`src/rtl/audio_irq_pkg.sv`:
```
package audio_irq_pkg;
  localparam int SRC_N  = 5;
  localparam int CFG_W  = 3 * SRC_N;
  localparam int CH_N   = 2;

  typedef enum logic [1:0] {
    MODE_RISE  = 2'b00,
    MODE_FALL  = 2'b01,
    MODE_LEVEL = 2'b10,
    MODE_RSVD  = 2'b11
  } irqMode_e;

  typedef enum logic [1:0] {
    RUN_NONE = 2'b00,
    RUN_ZERO = 2'b01,
    RUN_ONES = 2'b10
  } runKind_e;

  typedef struct packed {
    logic stsClr;
  } ctlStrobe_t;
endpackage

```
`src/rtl/audio_mute_detect.sv`:
```
module audio_mute_detect
  import audio_irq_pkg::*;
#(
  parameter int SAMPLE_W = 24,
  parameter int RUN_LEN  = 4096
) (
  input  logic                clk,
  input  logic                rstN,
  input  logic                valid,
  input  logic [SAMPLE_W-1:0] sample,
  output logic                hit
);
  localparam int CNT_W = $clog2(RUN_LEN + 1);
  localparam logic [CNT_W-1:0] CNT_MAX = CNT_W'(RUN_LEN);

  runKind_e         kind, kindNow;
  logic [CNT_W-1:0] runCnt, cntNext;
  logic             saturated;

  always_comb begin
    kindNow = RUN_NONE;
    if (sample == '0)      kindNow = RUN_ZERO;
    else if (&sample)      kindNow = RUN_ONES;
    saturated = (kindNow == kind) && (runCnt == CNT_MAX);
    if (kindNow == RUN_NONE)  cntNext = '0;
    else if (kindNow != kind) cntNext = CNT_W'(1);
    else if (saturated)       cntNext = runCnt;
    else                      cntNext = runCnt + 1'b1;
  end

  always_ff @(posedge clk) begin
    if (!rstN) begin
      kind   <= RUN_NONE;
      runCnt <= '0;
      hit    <= 1'b0;
    end else begin
      hit <= 1'b0;
      if (valid) begin
        kind   <= kindNow;
        runCnt <= cntNext;
        hit    <= (cntNext == CNT_MAX) && !saturated;
      end
    end
  end
endmodule

```
`src/rtl/audio_irq_ctl.sv`:
```
module audio_irq_ctl
  import audio_irq_pkg::*;
(
  input  logic             clk,
  input  logic             rstN,
  input  logic             regWrEn,
  input  logic             regRdEn,
  input  logic             regAddr,
  input  logic [CFG_W-1:0] regWrData,
  input  logic [SRC_N-1:0] status,
  output logic [CFG_W-1:0] regRdData,
  output ctlStrobe_t       strobe,
  output logic [SRC_N-1:0] mask,
  output logic [SRC_N-1:0][1:0] mode
);
  localparam logic ADDR_STS = 1'b0;
  localparam logic ADDR_CFG = 1'b1;
  localparam logic [CFG_W-1:0] CFG_RST = {{(2*SRC_N){1'b0}}, {SRC_N{1'b1}}};

  logic [CFG_W-1:0] cfgReg;

  always_ff @(posedge clk) begin
    if (!rstN) begin
      cfgReg    <= CFG_RST;
      regRdData <= '0;
    end else begin
      if (regWrEn && regAddr == ADDR_CFG) cfgReg <= regWrData;
      if (regRdEn)
        regRdData <= (regAddr == ADDR_CFG) ? cfgReg : CFG_W'(status);
    end
  end

  always_comb begin
    strobe.stsClr = regRdEn && (regAddr == ADDR_STS);
    mask          = cfgReg[SRC_N-1:0];
    mode          = cfgReg[CFG_W-1:SRC_N];
  end
endmodule

```
`src/rtl/audio_irq_dp.sv`:
```
module audio_irq_dp
  import audio_irq_pkg::*;
(
  input  logic             clk,
  input  logic             rstN,
  input  logic [SRC_N-1:0] evIn,
  input  logic [SRC_N-1:0] mask,
  input  logic [SRC_N-1:0][1:0] mode,
  input  ctlStrobe_t       strobe,
  output logic [SRC_N-1:0] status,
  output logic [SRC_N-1:0] setVec,
  output logic             intN
);
  logic [SRC_N-1:0] evPrev, trig;

  always_comb begin
    for (int i = 0; i < SRC_N; i++) begin
      case (irqMode_e'(mode[i]))
        MODE_FALL:  trig[i] = !evIn[i] && evPrev[i];
        MODE_LEVEL: trig[i] = evIn[i];
        default:    trig[i] = evIn[i] && !evPrev[i];
      endcase
    end
    setVec = trig & ~mask;
  end

  always_ff @(posedge clk) begin
    if (!rstN) begin
      evPrev <= '0;
      status <= '0;
      intN   <= 1'b1;
    end else begin
      evPrev <= evIn;
      status <= (strobe.stsClr ? '0 : status) | setVec;
      intN   <= ~|(status & ~mask);
    end
  end
endmodule

```
`src/rtl/audio_irq_ctrl.sv`:
```
module audio_irq_ctrl
  import audio_irq_pkg::*;
#(
  parameter int SAMPLE_W = 24,
  parameter int RUN_LEN  = 4096
) (
  input  logic                clk,
  input  logic                rstN,
  input  logic                sampleValid,
  input  logic [SAMPLE_W-1:0] sampleL,
  input  logic [SAMPLE_W-1:0] sampleR,
  input  logic                sp1ClkErr,
  input  logic                sp2ClkErr,
  input  logic                adcClipPos,
  input  logic                regWrEn,
  input  logic                regRdEn,
  input  logic                regAddr,
  input  logic [14:0]         regWrData,
  output logic [14:0]         regRdData,
  output logic                intN
);
  logic [CH_N-1:0][SAMPLE_W-1:0] chSample;
  logic [CH_N-1:0]               muteHit;
  logic [SRC_N-1:0]              evIn, status, mask, setVec;
  logic [SRC_N-1:0][1:0]         mode;
  ctlStrobe_t                    strobe;

  assign chSample = {sampleR, sampleL};
  assign evIn     = {adcClipPos, sp2ClkErr, sp1ClkErr, muteHit};

  for (genvar ch = 0; ch < CH_N; ch++) begin : g_mute
    audio_mute_detect #(.SAMPLE_W(SAMPLE_W), .RUN_LEN(RUN_LEN)) u_det (
      .clk(clk), .rstN(rstN), .valid(sampleValid),
      .sample(chSample[ch]), .hit(muteHit[ch])
    );
  end

  audio_irq_ctl u_ctl (
    .clk(clk), .rstN(rstN), .regWrEn(regWrEn), .regRdEn(regRdEn),
    .regAddr(regAddr), .regWrData(regWrData), .status(status),
    .regRdData(regRdData), .strobe(strobe), .mask(mask), .mode(mode)
  );

  audio_irq_dp u_dp (
    .clk(clk), .rstN(rstN), .evIn(evIn), .mask(mask), .mode(mode),
    .strobe(strobe), .status(status), .setVec(setVec), .intN(intN)
  );
endmodule

```
`config.mk`:
```
export PLATFORM = sky130hd
export DESIGN_NAME = audio_irq_ctrl
export DESIGN_NICKNAME = d
export VERILOG_FILES = /design/src/rtl/audio_irq_pkg.sv /design/src/rtl/audio_mute_detect.sv /design/src/rtl/audio_irq_ctl.sv /design/src/rtl/audio_irq_dp.sv /design/src/rtl/audio_irq_ctrl.sv
export SDC_FILE = /design/constraint.sdc
export NUM_CORES = 1
export LEC_CHECK = 0
export BUFFER_PORTS_ARGS = -buffer_cell sky130_fd_sc_hd__buf_2
export CAP_MARGIN = 30
export CORE_ASPECT_RATIO = 0.7
export CORE_MARGIN = 2
export CORE_UTILIZATION = 30
export CTS_CLUSTER_DIAMETER = 30
export DETAILED_ROUTE_END_ITERATION = 8
export PLACE_DENSITY = 0.51
export SLEW_MARGIN = 20
export SYNTH_ARGS = -nofsm -noshare
export SYNTH_HDL_FRONTEND = slang
export SYNTH_SLANG_ARGS = --single-unit
```
`constraint.sdc`:
```
create_clock -name clk -period 2.77 [get_ports clk]
set_input_delay 0.4155 -clock clk [delete_from_list [all_inputs] [get_ports clk]]
set_output_delay 0.4155 -clock clk [all_outputs]
set_load 0.01 [all_outputs]
```
==> summary.md <==
| Metric | Value |
|---|---|
| Synth warnings | `0` |
| CP max FO | `8` |
| Final worst path period share | `84.3%` |
| WL/cell | `between 10 and 15 microns` |
| Critical Path Max Stage Delay | `0.46 ns` |
| LEAKAGE | `1.94 nW` |
| CORE AREA | `13,300 sq um` |
| Final ANT Viol Nets | `0` |
| Final Hold Vio Count | `0` |
| Post-synthesis instance area | `approximately 4100 sq um` |
| Worst slew pin tran | `0.648 ns` |
| Top Ports | `88` |
| Critical setup path kind | `reg -> reg` |
| CP cell instances | `ha_1, nand3_1, nor2_1, and4b_1, o211ai_1, a2111o_1, a2111oi_2` |
| Post-CTS resize count | `0` |
| CP bufs+invs | `0` |
| Peak supply drop | `0.258 mV` |
| Clock power frac | `46.9%` |
| Reg-to-reg endpoint | `g_mute[0].u_det.hit` |
| Final WL | `10.7 mm` |
| Pre-antenna DRT Iters | `4` |
| GPL Wtd Cong | `0.853` |
| Synth cell types | `63` |
| Synth async-reset ratio | `0%` |
| Global route overflow | `0` |
| RSZ-0062 raised after global routing | `false` |
| Reg clk slew, reported paths | `0.06 ns` |
| Number of global-route vias before repair | `3,642` |
| Port Buffer Count | `87` |
| Worst Hold Launch | `regWrData[2]` |
| DIE WIDTH | `between 100 and 150 microns` |
| R2R Setup Slk | `approximately 0.43 ns` |
| Placed cell count | `between 700 and 800` |
| Class of the worst hold path | `in -> reg` |
| CP top delay family | `simple AND/OR/NAND/NOR gates` |
| Syn Nets | `605` |
| R2r startpoint | `g_mute[0].u_det.runCnt[0]` |
| Crit path launch | `g_mute[0].u_det.runCnt[0]` |
| Internal power | `1.89 mW` |
| Synthesized flop and latch total | `73` |
| Final Max Slew Viols | `0` |
| Max Clk Rate | `between 0.4 and 0.5 GHz` |
| WL met1 | `5.47 mm` |
| Vias | `3,973` |
| Crit path max-delay cell type | `dfxtp_1` |
| FF/Latch Area | `around 1500 sq um` |
| Max clock buf depth | `2` |
| Crit end category | `flip-flop` |
| Final setup fails | `0` |
| Hold endpoint | `u_ctl.cfgReg[2]` |
| CTS tree | `built` |
| TritonCTS Sinks | `73` |
| Area growth, synth to finish | `21.5%` |
| Post-Layout Cell Count | `786` |
| Drt drc | `0` |
| Layout Nets | `slightly below 700` |
| Site Rows | `35` |
| Root Driver | `clkbuf_16` |
| Yosys top cell by area | `dfxtp_1` |
| Crit path DAT | `2.56 ns` |
| Dominant synthesized flop cell | `dfxtp_1` |
| Comb power frac | `~8.7%` |
| First-pass GRT wire length | `17.4 mm` |
| Share of the synthesized area in the top cell type | `35.4%` |
| Outcome | `finished clean` |
| Setup bufs post-CTS | `0` |
| ANT cells | `0` |
| Area of the multi-input gates | `2470 sq um` |
| Setup tns final | `0 ns` |
| Fin crit period | `2.34 ns` |
| R2r worst-path depth | `7` |
| Cell count after synthesis | `around 520` |
| Top post-synthesis cells by area | `dfxtp_1, nand2_1, ha_1` |
| WHS Path Cells | `3` |
| Starting Density | `31.1%` |
| DR WL met2 | `4.52 mm` |
| Die height | `102 microns` |
| Wire length on met3 | `609 microns` |
| Post-synthesis sequential area ratio | `35.4%` |
| Total Routing Usage GR | `14.9%` |
| PwrDens | `491 nW/um^2` |
| Worst Clk Skew | `0.00484 ns` |
| Fillers | `between 1,000 and 1,500` |
| DP Wirelength | `roughly 8 mm` |
| Max-Cap Viols | `0` |
| EDFF count, synth | `0` |
| Largest net degree at the start of global routing | `54` |
| Htree depth | `3` |
| Fraction of layout cells with a size suffix above 1 | `between 10% and 20%` |
| Slew HR | `a little under three fifths` |
| Initial antenna violation count | `0` |
| Switch share | `23.3%` |
| Hold-fix buffers at CTS | `0` |
| Switch Pwr | `0.576 mW` |
| DRT iter0 DRCs | `roughly 220` |
| Worst skew pair latency | `around 0.33 ns` |
| DIE AREA | `14,800 sq um` |
| Sequential power share | `between 40% and 50%` |
| Cts bufs inserted | `9` |
| Synthesized area per cell | `~8.0 sq um` |
| Vias/cell | `5.05` |
| Setup crit start kind | `flip-flop` |
| Top Metal Used | `met4` |
| Worst Path Required | `roughly 3.0 ns` |
[cells in the mapped netlist, drive strengths merged (3+ instances only)]
master  count
a31oi       4
nand3      29
and2       16
mux2i       6
a21boi     21
nand2      74
a21o        3
o22ai       3
xor2        8
nor4       16
nor2b       8
o21ai      20
nand4b      3
buf         5
a21oi      17
xnor2       8
nand3b      7
ha         14
or2         4
nand4      22
dfxtp      73
inv        28
o211ai      9
clkbuf     20
a22o        7
and3        5
nor3        5
nor2       33
nand2b     12
o211a       5
[power groups by stage]
stage	registers [mW]	logic [mW]	clock network, mW
after global placement	1.12	0.210	0
after detailed placement	1.12	0.214	0
after floorplan	1.12	0.110	0
final	1.10	0.213	1.16
after CTS	1.10	0.216	1.18
after global routing	1.10	0.242	1.23
[area by class of cell]
type	instances	share of cell area, %
clock inverters	3	0.797
flip-flops and latches	73	29.1
clock buffers	13	4.98
repair buffers	91	9.26
well taps	185	4.61
inverters	28	2.09
multi-input cells	393	49.2
[worst register-to-register path, stage by stage (launching register included)]
cell,delay (ns)
dfxtp_1,0.46
ha_1,0.32
nand3_1,0.21
nor2_1,0.26
and4b_1,0.25
o211ai_1,0.10
a2111o_1,0.40
a2111oi_2,0.22
[flip-flops by register name (all words and copies together), names as in the netlist]
signal,cells
g_mute.u_det.runCnt,26
u_ctl.cfgReg,15
u_ctl.regRdData,15
u_dp.evPrev,5
u_dp.status,5
g_mute.u_det.kind,4
g_mute.u_det.hit,2
u_dp.intN,1
[kinds of logic after synthesis]
group	Yosys count	synth area share, %
xor+xnor	16	3.39
mux	6	1.45
fa+ha+maj	14	4.24
compound gates	112	19.5
flops	73	35.4
simple gates	245	31.2
buf+inv	53	4.87
[cells in the final DEF, fill, tap and decap left out, types with 9 or more instances in the layout]
master	instances
a21oi_1	16
nand2_1	74
nor2_1	33
inv_1	28
dfxtp_1	73
nand3_1	29
o211ai_1	9
nand2b_1	12
clkbuf_16	9
ha_1	14
buf_2	87
and2_1	15
a21boi_0	20
o21ai_0	19
nand4_1	22
nor4_1	12
[per-layer routing]
layer,vias up,global-route usage (%)
met2,100,23.1
met5,-,0
met3,12,3.56
li1,2016,-
met1,1845,20.8
met4,0,4.11
[how the worst max path moves through the flow]
stage	end	slack [ns]	cells after the start
floorplan	g_mute[1].u_det.hit	0.70	7
global placement	g_mute[1].u_det.hit	0.47	7
detailed placement	g_mute[1].u_det.hit	0.41	7
CTS	g_mute[0].u_det.hit	0.44	7
global route	g_mute[0].u_det.hit	0.18	7
finish	g_mute[0].u_det.hit	0.43	7
[through the flow]
| stage | util [%] | power, mW | setup WS, ns | hold slack (ns) | area (sq um) |
|---|---|---|---|---|---|
| floorplan | - | 1.23 | 0.701 | 0.458 | 4130 |
| global placement | 35.6 | 1.33 | 0.473 | 0.466 | 4730 |
| detailed placement | 35.6 | 1.33 | 0.408 | 0.467 | 4730 |
| CTS | 37.7 | 2.50 | 0.445 | 0.302 | 5020 |
| global route | 37.7 | 2.57 | 0.175 | 0.324 | 5020 |
| finish | 37.7 | 2.47 | 0.434 | 0.308 | 5020 |
Power figures use the tool's default switching activity.
